<file path="config.mk">
export PLATFORM = sky130hd
export DESIGN_NAME = bst_slot_tracker
export DESIGN_NICKNAME = d
export VERILOG_FILES = /design/src/rtl/bst_pkg.sv /design/src/rtl/bst_slot_file.sv /design/src/rtl/bst_addr_stage.sv /design/src/rtl/bst_data_stage.sv /design/src/rtl/bst_slot_tracker.sv
export SDC_FILE = /design/constraint.sdc
export NUM_CORES = 1
export LEC_CHECK = 0
export CORE_ASPECT_RATIO = 0.8
export CORE_UTILIZATION = 30
export DETAILED_ROUTE_END_ITERATION = 7
export PLACE_DENSITY_LB_ADDON = 0.15
export SETUP_SLACK_MARGIN = 0.02
export SYNTH_ARGS = -nofsm -noshare
export SYNTH_HDL_FRONTEND = slang
export SYNTH_HIERARCHICAL = 1
export SYNTH_SLANG_ARGS = --single-unit
</file>
<file path="constraint.sdc">
create_clock -name clk -period 7.8 [get_ports clk]
set_input_delay 1.17 -clock clk [delete_from_list [all_inputs] [get_ports clk]]
set_output_delay 1.17 -clock clk [all_outputs]
set_load 0.02 [all_outputs]
</file>
<file path="src/rtl/bst_pkg.sv">
package bst_pkg;

    localparam int ID_W = 8;
    localparam logic [ID_W-1:0] NO_MASTER = '1;

    typedef logic [ID_W-1:0] mid_t;

    typedef enum logic {
        KIND_INIT = 1'b0,
        KIND_DATA = 1'b1
    } req_kind_e;

    typedef enum logic [1:0] {
        AS_IDLE = 2'd0,
        AS_ARB  = 2'd1,
        AS_WAIT = 2'd2
    } astage_e;

    typedef struct packed {
        mid_t pri_rd;
        mid_t sec_rd;
        mid_t pri_wr;
        mid_t sec_wr;
    } slots_t;

    typedef struct packed {
        logic      vld;
        logic      rnw;
        logic      sec;
        mid_t      id;
    } grant_t;

    function automatic logic slot_free(input mid_t s);
        return s == NO_MASTER;
    endfunction

    function automatic int unsigned max2(input int unsigned a, input int unsigned b);
        return (a > b) ? a : b;
    endfunction

endpackage

</file>
<file path="src/rtl/bst_slot_file.sv">
module bst_slot_file
    import bst_pkg::*;
(
    input  logic   clk,
    input  logic   rst,
    input  grant_t grant,
    input  logic   promote_rd,
    input  logic   promote_wr,
    input  logic   drop_vld,
    input  logic   drop_rnw,
    input  mid_t   drop_id,
    output slots_t slots
);

    slots_t cur_q;
    slots_t after_grant;
    slots_t after_promote;
    slots_t nxt;

    // Stage 1: place a newly granted master.
    always_comb begin
        after_grant = cur_q;
        if (grant.vld) begin
            if (grant.rnw) begin
                if (grant.sec) after_grant.sec_rd = grant.id;
                else           after_grant.pri_rd = grant.id;
            end else begin
                if (grant.sec) after_grant.sec_wr = grant.id;
                else           after_grant.pri_wr = grant.id;
            end
        end
    end

    // Stage 2: move secondaries up when a primary finishes.
    always_comb begin
        after_promote = after_grant;
        if (promote_rd) begin
            after_promote.pri_rd = after_grant.sec_rd;
            after_promote.sec_rd = NO_MASTER;
        end
        if (promote_wr) begin
            after_promote.pri_wr = after_grant.sec_wr;
            after_promote.sec_wr = NO_MASTER;
        end
    end

    // Stage 3: release the slot of a master whose address phase expired.
    always_comb begin
        nxt = after_promote;
        if (drop_vld) begin
            if (drop_rnw) begin
                if (after_promote.sec_rd == drop_id) begin
                    nxt.sec_rd = NO_MASTER;
                end else if (after_promote.pri_rd == drop_id) begin
                    nxt.pri_rd = after_promote.sec_rd;
                    nxt.sec_rd = NO_MASTER;
                end
            end else begin
                if (after_promote.sec_wr == drop_id) begin
                    nxt.sec_wr = NO_MASTER;
                end else if (after_promote.pri_wr == drop_id) begin
                    nxt.pri_wr = after_promote.sec_wr;
                    nxt.sec_wr = NO_MASTER;
                end
            end
        end
    end

    always_ff @(posedge clk) begin
        if (rst) begin
            cur_q <= '{pri_rd: NO_MASTER, sec_rd: NO_MASTER,
                       pri_wr: NO_MASTER, sec_wr: NO_MASTER};
        end else begin
            cur_q <= nxt;
        end
    end

    assign slots = cur_q;

endmodule

</file>
<file path="src/rtl/bst_addr_stage.sv">
module bst_addr_stage
    import bst_pkg::*;
#(
    parameter int unsigned ARB_CYC = 2,
    parameter int unsigned TMO_CYC = 4
) (
    input  logic clk,
    input  logic rst,
    input  logic start,
    input  mid_t start_id,
    input  logic start_rnw,
    input  logic slv_ack,
    output logic busy,
    output mid_t pend_id,
    output logic pend_rnw,
    output logic expire,
    output logic tmo_pulse,
    output mid_t tmo_id
);

    localparam int unsigned MAX_CNT = max2(ARB_CYC, TMO_CYC);
    localparam int unsigned CNT_W   = $clog2(MAX_CNT + 1);
    localparam logic [CNT_W-1:0] ARB_LOAD = CNT_W'(ARB_CYC - 1);
    localparam logic [CNT_W-1:0] TMO_LOAD = CNT_W'(TMO_CYC - 1);

    astage_e          st_q, st_nxt;
    logic [CNT_W-1:0] cnt_q, cnt_nxt;
    mid_t             id_q;
    logic             rnw_q;
    logic             tmo_q;
    mid_t             tmo_id_q;

    assign expire = (st_q == AS_WAIT) && (cnt_q == '0) && !slv_ack;

    always_comb begin
        st_nxt  = st_q;
        cnt_nxt = cnt_q;
        unique case (st_q)
            AS_IDLE: begin
                if (start) begin
                    st_nxt  = AS_ARB;
                    cnt_nxt = ARB_LOAD;
                end
            end
            AS_ARB: begin
                if (cnt_q == '0) begin
                    st_nxt  = AS_WAIT;
                    cnt_nxt = TMO_LOAD;
                end else begin
                    cnt_nxt = cnt_q - 1'b1;
                end
            end
            AS_WAIT: begin
                if (slv_ack || cnt_q == '0) begin
                    st_nxt  = AS_IDLE;
                    cnt_nxt = '0;
                end else begin
                    cnt_nxt = cnt_q - 1'b1;
                end
            end
            default: begin
                st_nxt  = AS_IDLE;
                cnt_nxt = '0;
            end
        endcase
    end

    always_ff @(posedge clk) begin
        if (rst) begin
            st_q     <= AS_IDLE;
            cnt_q    <= '0;
            id_q     <= NO_MASTER;
            rnw_q    <= 1'b0;
            tmo_q    <= 1'b0;
            tmo_id_q <= NO_MASTER;
        end else begin
            st_q  <= st_nxt;
            cnt_q <= cnt_nxt;
            tmo_q <= expire;
            if (start && st_q == AS_IDLE) begin
                id_q  <= start_id;
                rnw_q <= start_rnw;
            end
            if (expire) begin
                tmo_id_q <= id_q;
            end
        end
    end

    assign busy      = (st_q != AS_IDLE);
    assign pend_id   = id_q;
    assign pend_rnw  = rnw_q;
    assign tmo_pulse = tmo_q;
    assign tmo_id    = tmo_id_q;

endmodule

</file>
<file path="src/rtl/bst_data_stage.sv">
module bst_data_stage (
    input  logic clk,
    input  logic rst,
    input  logic beat,
    input  logic last,
    output logic busy
);

    logic busy_q;
    logic open_q;

    always_ff @(posedge clk) begin
        if (rst) begin
            busy_q <= 1'b0;
            open_q <= 1'b0;
        end else if (beat) begin
            busy_q <= 1'b1;
            open_q <= !last;
        end else begin
            busy_q <= open_q;
        end
    end

    assign busy = busy_q;

endmodule

</file>
<file path="src/rtl/bst_slot_tracker.sv">
module bst_slot_tracker
    import bst_pkg::*;
#(
    parameter int unsigned ARB_CYC = 2,
    parameter int unsigned TMO_CYC = 4
) (
    input  logic            clk,
    input  logic            rst,
    input  logic            req_valid,
    input  logic            req_kind,
    input  logic            req_rnw,
    input  logic [ID_W-1:0] req_master,
    input  logic            req_last,
    input  logic            slv_ack,
    output logic            req_accept,
    output logic            req_stall,
    output logic            grant_sec,
    output logic            addr_busy,
    output logic            rd_busy,
    output logic            wr_busy,
    output logic [ID_W-1:0] slot_pri_rd,
    output logic [ID_W-1:0] slot_sec_rd,
    output logic [ID_W-1:0] slot_pri_wr,
    output logic [ID_W-1:0] slot_sec_wr,
    output logic            tmo_pulse,
    output logic [ID_W-1:0] tmo_master
);

    slots_t    slots;
    grant_t    grant;
    req_kind_e kind;
    mid_t      dir_pri, dir_sec;
    mid_t      pend_id;
    logic      pend_rnw;
    logic      expire;
    logic      init_ok, data_ok, id_ok;
    logic      own_pending;
    logic      is_data_beat, is_init;
    logic [1:0] beat_dir;
    logic [1:0] stage_busy;

    assign kind    = req_kind_e'(req_kind);
    assign dir_pri = req_rnw ? slots.pri_rd : slots.pri_wr;
    assign dir_sec = req_rnw ? slots.sec_rd : slots.sec_wr;
    assign id_ok   = !slot_free(req_master);

    // Init: address stage idle, master not already holding this direction,
    // and at least one slot of the direction free.
    always_comb begin
        init_ok = !addr_busy && id_ok
                  && (dir_pri != req_master) && (dir_sec != req_master)
                  && (slot_free(dir_pri) || slot_free(dir_sec));
    end

    // Data: only the primary master, and not while its own address is pending.
    always_comb begin
        own_pending = addr_busy && (pend_id == req_master) && (pend_rnw == req_rnw);
        data_ok     = id_ok && (dir_pri == req_master) && !own_pending;
    end

    always_comb begin
        req_accept = 1'b0;
        if (req_valid) begin
            req_accept = (kind == KIND_DATA) ? data_ok : init_ok;
        end
    end

    assign req_stall    = req_valid && !req_accept;
    assign is_init      = req_accept && (kind == KIND_INIT);
    assign is_data_beat = req_accept && (kind == KIND_DATA);
    assign grant_sec    = is_init && !slot_free(dir_pri);

    always_comb begin
        grant.vld = is_init;
        grant.rnw = req_rnw;
        grant.sec = grant_sec;
        grant.id  = req_master;
    end

    bst_slot_file u_slots (
        .clk        (clk),
        .rst        (rst),
        .grant      (grant),
        .promote_rd (is_data_beat && req_rnw && req_last),
        .promote_wr (is_data_beat && !req_rnw && req_last),
        .drop_vld   (expire),
        .drop_rnw   (pend_rnw),
        .drop_id    (pend_id),
        .slots      (slots)
    );

    bst_addr_stage #(
        .ARB_CYC (ARB_CYC),
        .TMO_CYC (TMO_CYC)
    ) u_addr (
        .clk       (clk),
        .rst       (rst),
        .start     (is_init),
        .start_id  (req_master),
        .start_rnw (req_rnw),
        .slv_ack   (slv_ack),
        .busy      (addr_busy),
        .pend_id   (pend_id),
        .pend_rnw  (pend_rnw),
        .expire    (expire),
        .tmo_pulse (tmo_pulse),
        .tmo_id    (tmo_master)
    );

    // Index 0 = write stage, index 1 = read stage.
    assign beat_dir[0] = is_data_beat && !req_rnw;
    assign beat_dir[1] = is_data_beat && req_rnw;

    for (genvar d = 0; d < 2; d++) begin : g_dstage
        bst_data_stage u_stage (
            .clk  (clk),
            .rst  (rst),
            .beat (beat_dir[d]),
            .last (req_last),
            .busy (stage_busy[d])
        );
    end

    assign wr_busy     = stage_busy[0];
    assign rd_busy     = stage_busy[1];
    assign slot_pri_rd = slots.pri_rd;
    assign slot_sec_rd = slots.sec_rd;
    assign slot_pri_wr = slots.pri_wr;
    assign slot_sec_wr = slots.sec_wr;

endmodule

</file>
* After elaboration in Yosys (flattened, before gate mapping)
Index checks and enable logic that the tools add are counted.
** Storage, ports and cells
- Register bits after elaboration :: 59
- Latch bits :: 0
- RAM bits :: 0
- Bits in read-only memories :: 0
- Output and inout bits :: 47
- Memories :: 0
** Operators by class
- Add/sub/neg operators :: 1
- Multiply operators :: 0
- Divide/modulo/power cells :: 0
- $lt $le $gt $ge :: 0
- Equality and inequality tests :: 17
- Shift-type cells :: 0
- Mux-type cells :: 32
- Bitwise operators :: 1
- Reduce and logical (&&, ||, !) cells :: 33
** Operators with widths (number)
- 16-bit two-way mux :: 8
- 8-bit two-way mux :: 10
- 32-bit two-way mux :: 2
- 8-bit == test :: 6
- 8-bit == test, second input constant :: 3
- 1-bit logical AND :: 19
- 8-bit inequality test :: 2
- 3-bit two-way mux :: 3
- 3-bit case mux with 3 select lines :: 1
- 1-bit zero test :: 8
- 2-bit two-way mux :: 3
- 2-bit case mux with 3 select lines :: 1
- 1-bit two-way mux :: 4
- 2-bit inequality test, second input constant :: 2
- 3-bit zero test :: 1
- 3-bit AND reduction :: 1
- 3-bit by 1-bit subtractor with 3-bit output, second input constant :: 1
- 2-bit by 1-bit == test with 1-bit output, second input constant :: 1
- 2-bit == test, second input constant :: 1
- 2-bit zero test :: 1
- 1-bit logical OR :: 2
- 2-bit by 1-bit inequality test with 1-bit output, second input constant :: 1
- 2-bit nonzero test :: 1
- 1-bit == test :: 1
- 1-bit NOT :: 1

* Logic depth before layout (Yosys ltp)
- Depth in word-level cells :: 19
- Mapped depth :: 18

* Cells and area by module
Netlist, hierarchy kept.
** Modules (own cells, without submodules)
- bst_slot_file :: instances 1, cells each 334, area an instance 2626.3 µm², seq. area each 640.6 µm²
- bst_addr_stage :: instances 1, cells each 113, area an instance 965.9 µm², seq. area each 460.4 µm²
- bst_slot_tracker :: instances 1, cells each 92, area an instance 680.7 µm², seq. area each 0.0 µm²
- bst_data_stage :: instances 2, cells each 5, area an instance 60.1 µm², seq. area each 40.0 µm²

* Least setup slack after synthesis
No wires, ideal clock.
- Path type :: input -> register
- Start :: input req_rnw
- End :: register u_slots.cur_q (netlist bit u_slots/slots[15])
- Setup time :: 72 ps
- Data arrival time :: 5218 ps
- Data required time :: 7728 ps
- Path slack :: 2511 ps
- Stages on the path :: 17
- Cell sequence :: buf_2 mux2i_1 xnor2_1 nor4_1 nand2_1 nand4_1 nor4b_1 buf_2 and3b_1 buf_6 mux2i_1 xnor2_1 nand2_1 nor4_4 nand3b_1 buf_6 mux2i_1
** On the way
- Cells in the longest elaborated chain, start to end :: 18
- Elaborated cells between the ends (all ways) :: 36
** Ends and longest elaborated chain
- from (decl) :: RTL line bst_slot_tracker.sv:11 : input logic req_rnw,
- 8-bit two-way mux :: RTL line bst_slot_tracker.sv:43 : assign dir_pri = req_rnw ? slots.pri_rd : slots.pri_wr;
- 8-bit inequality test :: RTL line bst_slot_tracker.sv:51 : && (dir_pri != req_master) && (dir_sec != req_master)
- 1-bit logical AND (2 in a row) :: RTL line bst_slot_tracker.sv:51
- 1-bit logical AND :: RTL line bst_slot_tracker.sv:52 : && (slot_free(dir_pri) || slot_free(dir_sec));
- 1-bit two-way mux :: RTL line bst_slot_tracker.sv:64 : req_accept = (kind == KIND_DATA) ? data_ok : init_ok;
- 1-bit two-way mux :: RTL line bst_slot_tracker.sv:63 : if (req_valid) begin
- 1-bit logical AND :: RTL line bst_slot_tracker.sv:69 : assign is_init = req_accept && (kind == KIND_INIT);
- 1-bit logical AND (*) :: RTL line bst_slot_tracker.sv:71 : assign grant_sec = is_init && !slot_free(dir_pri);
- net grant_sec :: RTL line bst_slot_tracker.sv:17 : output logic grant_sec,
- (+1 left out)
- 16-bit two-way mux (*) :: RTL line bst_slot_file.sv:24 : if (grant.rnw) begin
- 32-bit two-way mux (*) :: RTL line bst_slot_file.sv:23 : if (grant.vld) begin
- 16-bit two-way mux (*) :: RTL line bst_slot_file.sv:41 : if (promote_wr) begin
- 8-bit == test :: RTL line bst_slot_file.sv:61 : end else if (after_promote.pri_wr == drop_id) begin
- 16-bit two-way mux :: RTL line bst_slot_file.sv:61
- 8-bit two-way mux :: RTL line bst_slot_file.sv:59 : if (after_promote.sec_wr == drop_id) begin
- 16-bit two-way mux :: RTL line bst_slot_file.sv:51 : if (drop_rnw) begin
- 32-bit two-way mux (*) :: RTL line bst_slot_file.sv:50 : if (drop_vld) begin
- to (signal assigned) :: RTL line bst_slot_file.sv:71 : cur_q <= '{pri_rd: NO_MASTER, sec_rd: NO_MASTER,
- to (signal assigned) :: RTL line bst_slot_file.sv:74 : cur_q <= nxt;
- to (decl) :: RTL line bst_slot_file.sv:15 : slots_t cur_q;
Mark *: on every way through the listed nets, which the timed path passes. The rest lies on a longest branch.
A chain may end at the register's enable or synchronous reset.

* Worst setup path after layout
- Start :: input req_master[0]
- End :: register u_slots.cur_q (netlist bit u_slots/slots[25])
** On the way
- Cells in the longest elaborated chain, start to end :: 19
- Elaborated cells between the ends (all ways) :: 33
** Ends and longest elaborated chain
- from (decl) :: RTL line bst_slot_tracker.sv:12 : input logic [ID_W-1:0] req_master,
- 8-bit == test :: RTL line bst_pkg.sv:34 : return s == NO_MASTER;
- 1-bit zero test :: RTL line bst_slot_tracker.sv:45 : assign id_ok = !slot_free(req_master);
- 1-bit logical AND :: RTL line bst_slot_tracker.sv:50 : init_ok = !addr_busy && id_ok
- 1-bit logical AND (2 in a row) :: RTL line bst_slot_tracker.sv:51
- 1-bit logical AND :: RTL line bst_slot_tracker.sv:52
- 1-bit two-way mux (*) :: RTL line bst_slot_tracker.sv:64
- 1-bit two-way mux (*) :: RTL line bst_slot_tracker.sv:63
- 1-bit logical AND (*) :: RTL line bst_slot_tracker.sv:69
- net is_init :: RTL line bst_slot_tracker.sv:38 : logic is_data_beat, is_init;
- (+2 left out)
- 16-bit two-way mux :: RTL line bst_slot_file.sv:24
- 32-bit two-way mux (*) :: RTL line bst_slot_file.sv:23
- 16-bit two-way mux (*) :: RTL line bst_slot_file.sv:37 : if (promote_rd) begin
- 8-bit == test :: RTL line bst_slot_file.sv:54 : end else if (after_promote.pri_rd == drop_id) begin
- 16-bit two-way mux :: RTL line bst_slot_file.sv:54
- 8-bit two-way mux :: RTL line bst_slot_file.sv:52 : if (after_promote.sec_rd == drop_id) begin
- 16-bit two-way mux :: RTL line bst_slot_file.sv:51
- 32-bit two-way mux (*) :: RTL line bst_slot_file.sv:50
Marks and branches as above.

==> impl_summary.log <==
INFO  metric run_status = finished clean
INFO  metric cts_root_buf = sky130_fd_sc_hd__clkbuf_16
INFO  metric drtIter0Drc = 373
INFO  metric startpoint_type_of_the_worst_setup_path = input pin
INFO  metric synth_top_area_share = 26.9%
INFO  metric timing.setup.critical_path_class = in2reg
INFO  metric clk_latency = 0.34 ns
INFO  metric routabilityCongestion = 0.929
INFO  metric worst_ir_drop_vdd = 0.105 mV
INFO  metric min_period_over_period = 77.6%
INFO  metric synth_edf_count = 0
INFO  metric power.clock.fraction = 47.4%
INFO  metric leakage = 2.36 nW
INFO  metric i_o_pin_cnt = 62
INFO  metric dr_vias_cell = 5.51
INFO  metric design_power_total = 0.909 mW
INFO  metric grt_start_max_net_pins = 60
INFO  metric placement.io_buffers = 61
INFO  metric final_layout_size_suffix_gt1_share = 8.00%
INFO  metric flow.area_growth_from_synthesis = 23.2%
INFO  metric slew_headroom = 31.2%
INFO  metric antenna_violations_before_repair = 0
INFO  metric postSynth.asyncResetShare = 0%
INFO  metric rsz_0062_raised_after_global_routing = false
INFO  metric timing.hold.worst.class = reg2reg
INFO  metric synthesis.yosys.warnings = 6
INFO  metric ys.flop_type = sky130_fd_sc_hd__dfxtp_1
INFO  metric finalSetupViolCount = 0
INFO  metric ys_seq_elements = 59
INFO  metric r2r_setup_slack = 2.65 ns
INFO  metric layout.cell_area.non_filler = 0.00541 sq mm
INFO  metric timing_max_transition_violations_final = 0
INFO  metric power_switching_share = 27.5%
INFO  metric cts_setup_buffers = 0
INFO  metric worst_setup_hold_path_clk_slew = 0.05 ns
INFO  metric worst_flop_to_flop_path_endpoint = u_slots/slots[25]
INFO  metric synth_area_leaders = sky130_fd_sc_hd__dfxtp_1, sky130_fd_sc_hd__mux2i_1, sky130_fd_sc_hd__xnor2_1
INFO  metric n_antenna_cell = 0
INFO  metric coreArea = 0.0143 sq mm
INFO  metric timing.final.hold_violations = 0
INFO  metric detailroute.via_count = 4,318
INFO  metric post-route-min-period = 6.05 ns
INFO  metric pwr-share-seq = 35.9%
INFO  metric powerDensity = 168 mW/mm^2
INFO  metric hold-path-cell-count = 2
INFO  metric fin_hold_ws = 0.459 ns
INFO  metric critical_path_peak_fanout = 19
INFO  metric fin_nets = 613
INFO  metric utilization = 37.9%
INFO  metric peak_clock_frequency_supported_by_timing = 0.165 GHz
INFO  metric crit-reg2reg-launch = u_slots/slots[27]
INFO  metric max_cap_violations = 0
INFO  metric drc = 0
INFO  metric timing_worst_slew_pin_value = 1.03 ns
INFO  metric synth.largest_area_cell = sky130_fd_sc_hd__dfxtp_1
INFO  metric place_hpwl = 11.4 mm
INFO  metric initial_core_util = 30.7%
INFO  metric crit_arrival = 6.31 ns
INFO  metric reg2regPathDepth = 13
INFO  metric drt-total-wl = 15.9 mm
INFO  metric ys_seq_area_share = 26.9%
INFO  metric power.share.combinational = 16.7%
INFO  metric synthMostInstantiatedCell = sky130_fd_sc_hd__nand2_1
INFO  metric n_fill_cell = 1,479
INFO  metric cts_buffer_depth = 2
INFO  metric internal_power = 0.659 mW
INFO  metric grtUsageTotal = 21.8%
INFO  metric rows = 39
INFO  metric worstHoldEndpoint = u_addr/cnt_q[1]
INFO  metric global_route_wire_length_before_repair = 24.0 mm
INFO  metric chipHeight = 110 um
INFO  metric finalClockSkew = 0.00759 ns
INFO  metric cts_resized = 0
INFO  metric cts_tree = built
INFO  metric placed_cell_area = 0.00510 sq mm
INFO  metric die_width = 137 um
INFO  metric antenna_left = 0
INFO  metric synth_commonest_cells = sky130_fd_sc_hd__nand2_1, sky130_fd_sc_hd__nor2_1, sky130_fd_sc_hd__dfxtp_1
INFO  metric cts_buffers = 9
INFO  metric synthesis.area = 0.00439 sq mm
INFO  metric cts-hold-fix-buffers = 0
INFO  metric grt_overflow = 0
INFO  metric critical_path.endpoint_type = flop
INFO  metric wl_per_cell = 20.3 um
INFO  metric detail_route.first_pass.iterations = 5
INFO  metric dieArea = 0.0151 sq mm
INFO  metric ctsHtreeMaxLevel = 3
INFO  metric netlist-cell-type-count = 62
INFO  metric totalNegativeSetupSlack = 0 ns
INFO  metric syn_area_per_cell = 8.00 sq um
INFO  metric cts_sinks = 59
INFO  metric hold_start = u_addr/cnt_q[1]
INFO  metric syn-num-nets = 566
INFO  metric netsw = 0.250 mW
INFO  metric synth_cells = 549
INFO  metric grt_pass1_vias = 3,997
INFO  metric critPathRequiredTime = 8.06 ns
## power by group through the flow
| stage | combinational (mW) | sequential, mW | clock [mW] |
|---|---|---|---|
| after CTS | 0.151 | 0.326 | 0.441 |
| after floorplan | 0.0981 | 0.329 | 0 |
| final | 0.152 | 0.326 | 0.431 |
| after global routing | 0.165 | 0.327 | 0.453 |
| after detailed placement | 0.150 | 0.332 | 0 |
| after global placement | 0.149 | 0.332 | 0 |
## area by class of cell
| class | count | area, sq um | area share, % |
|---|---|---|---|
| repair buffers | 67 | 646 | 11.9 |
| inverters | 20 | 80.1 | 1.48 |
| clock inverters | 5 | 77.6 | 1.43 |
| clock buffers | 10 | 239 | 4.41 |
| multi-input cells | 439 | 2960 | 54.7 |
| well taps | 184 | 230 | 4.25 |
| flip-flops and latches | 59 | 1180 | 21.8 |
## cell usage in the layout, fill, tap and decap left out, drive strengths merged, types with 3 or more instances in the layout
cell	Yosys	routed
a211oi	24	24
nand4b	5	5
nand3b	20	20
nand3	5	5
and2	5	5
mux2i	43	43
nor2	65	65
and3	5	5
nor3b	3	3
clkbuf	9	10
o211a	14	14
nor2b	18	18
clkdlybuf4s50	0	59
clkinv	2	4
a21oi	17	17
dfxtp	59	59
o21ai	16	16
xor2	4	4
nor4b	4	4
or2	4	4
nand4	19	19
and4b	9	9
nor4	9	9
nand2	69	69
a31oi	3	3
nor3	9	9
xnor2	41	41
inv	18	18
or3	4	4
buf	22	8
## metal layers
layer | part of all wire (%) | vias up | wire length (um) | GRT usage (%)
met5 | 0 | - | 0 | 0
met4 | 1.2 | 0 | 186 | 5.65
met3 | 6.2 | 17 | 989 | 4.21
met2 | 42 | 174 | 6640 | 31.7
met1 | 51 | 2072 | 8070 | 32.3
li1 | - | 2055 | - | -
## through the flow
step	cells	worst slack (ns)
global placement	769	1.71
global route	784	1.31
floorplan	549	2.51
CTS	784	1.83
finish	784	1.75
detailed placement	769	1.50
## state kept, by name, indices dropped and copies added (netlist names)
signal / flops
u_slots/slots: 32
u_addr/pend_id: 8
u_addr/tmo_id: 8
u_addr/cnt_q: 3
g_dstage.u_stage/busy: 2
g_dstage.u_stage/open_q: 2
u_addr/st_q: 2
u_addr/pend_rnw: 1
u_addr/tmo_pulse: 1
## cells by family after synthesis
logic type | synth area share (%)
AO/OA/AOI/OAI | 15.2
multiplexers | 9.80
XOR/XNOR | 8.97
AND/OR/NAND/NOR | 32.6
adder cells (fa/ha/maj) | 0.570
flip-flops | 26.9
buffers and inverters | 6.07
## critical path, cell delays in order
cell and delay [ns]:
sky130_fd_sc_hd__clkdlybuf4s50_1 0.80, sky130_fd_sc_hd__xnor2_1 0.34, sky130_fd_sc_hd__nor4_1 0.09, sky130_fd_sc_hd__nand2_1 0.09, sky130_fd_sc_hd__nand4_1 0.32, sky130_fd_sc_hd__nor3b_2 0.92, sky130_fd_sc_hd__and3_1 0.66, sky130_fd_sc_hd__o211a_1 0.25
sky130_fd_sc_hd__nor3_1 0.06, sky130_fd_sc_hd__nand4b_1 0.21, sky130_fd_sc_hd__nor4_2 0.31, sky130_fd_sc_hd__nor3b_2 0.79, sky130_fd_sc_hd__mux2i_1 0.29
## worst max-delay path by stage
stage | end | start | slack, ns | depth (start not counted)
floorplan | u_slots/slots[15] | req_rnw | 2.51 | 17
global placement | u_slots/slots[31] | req_rnw | 1.71 | 14
detailed placement | u_slots/slots[25] | req_rnw | 1.50 | 14
CTS | u_slots/slots[25] | req_master[0] | 1.83 | 13
global route | u_slots/slots[25] | req_rnw | 1.31 | 14
finish | u_slots/slots[25] | req_master[0] | 1.75 | 13
(Power assumes the default switching activity.)
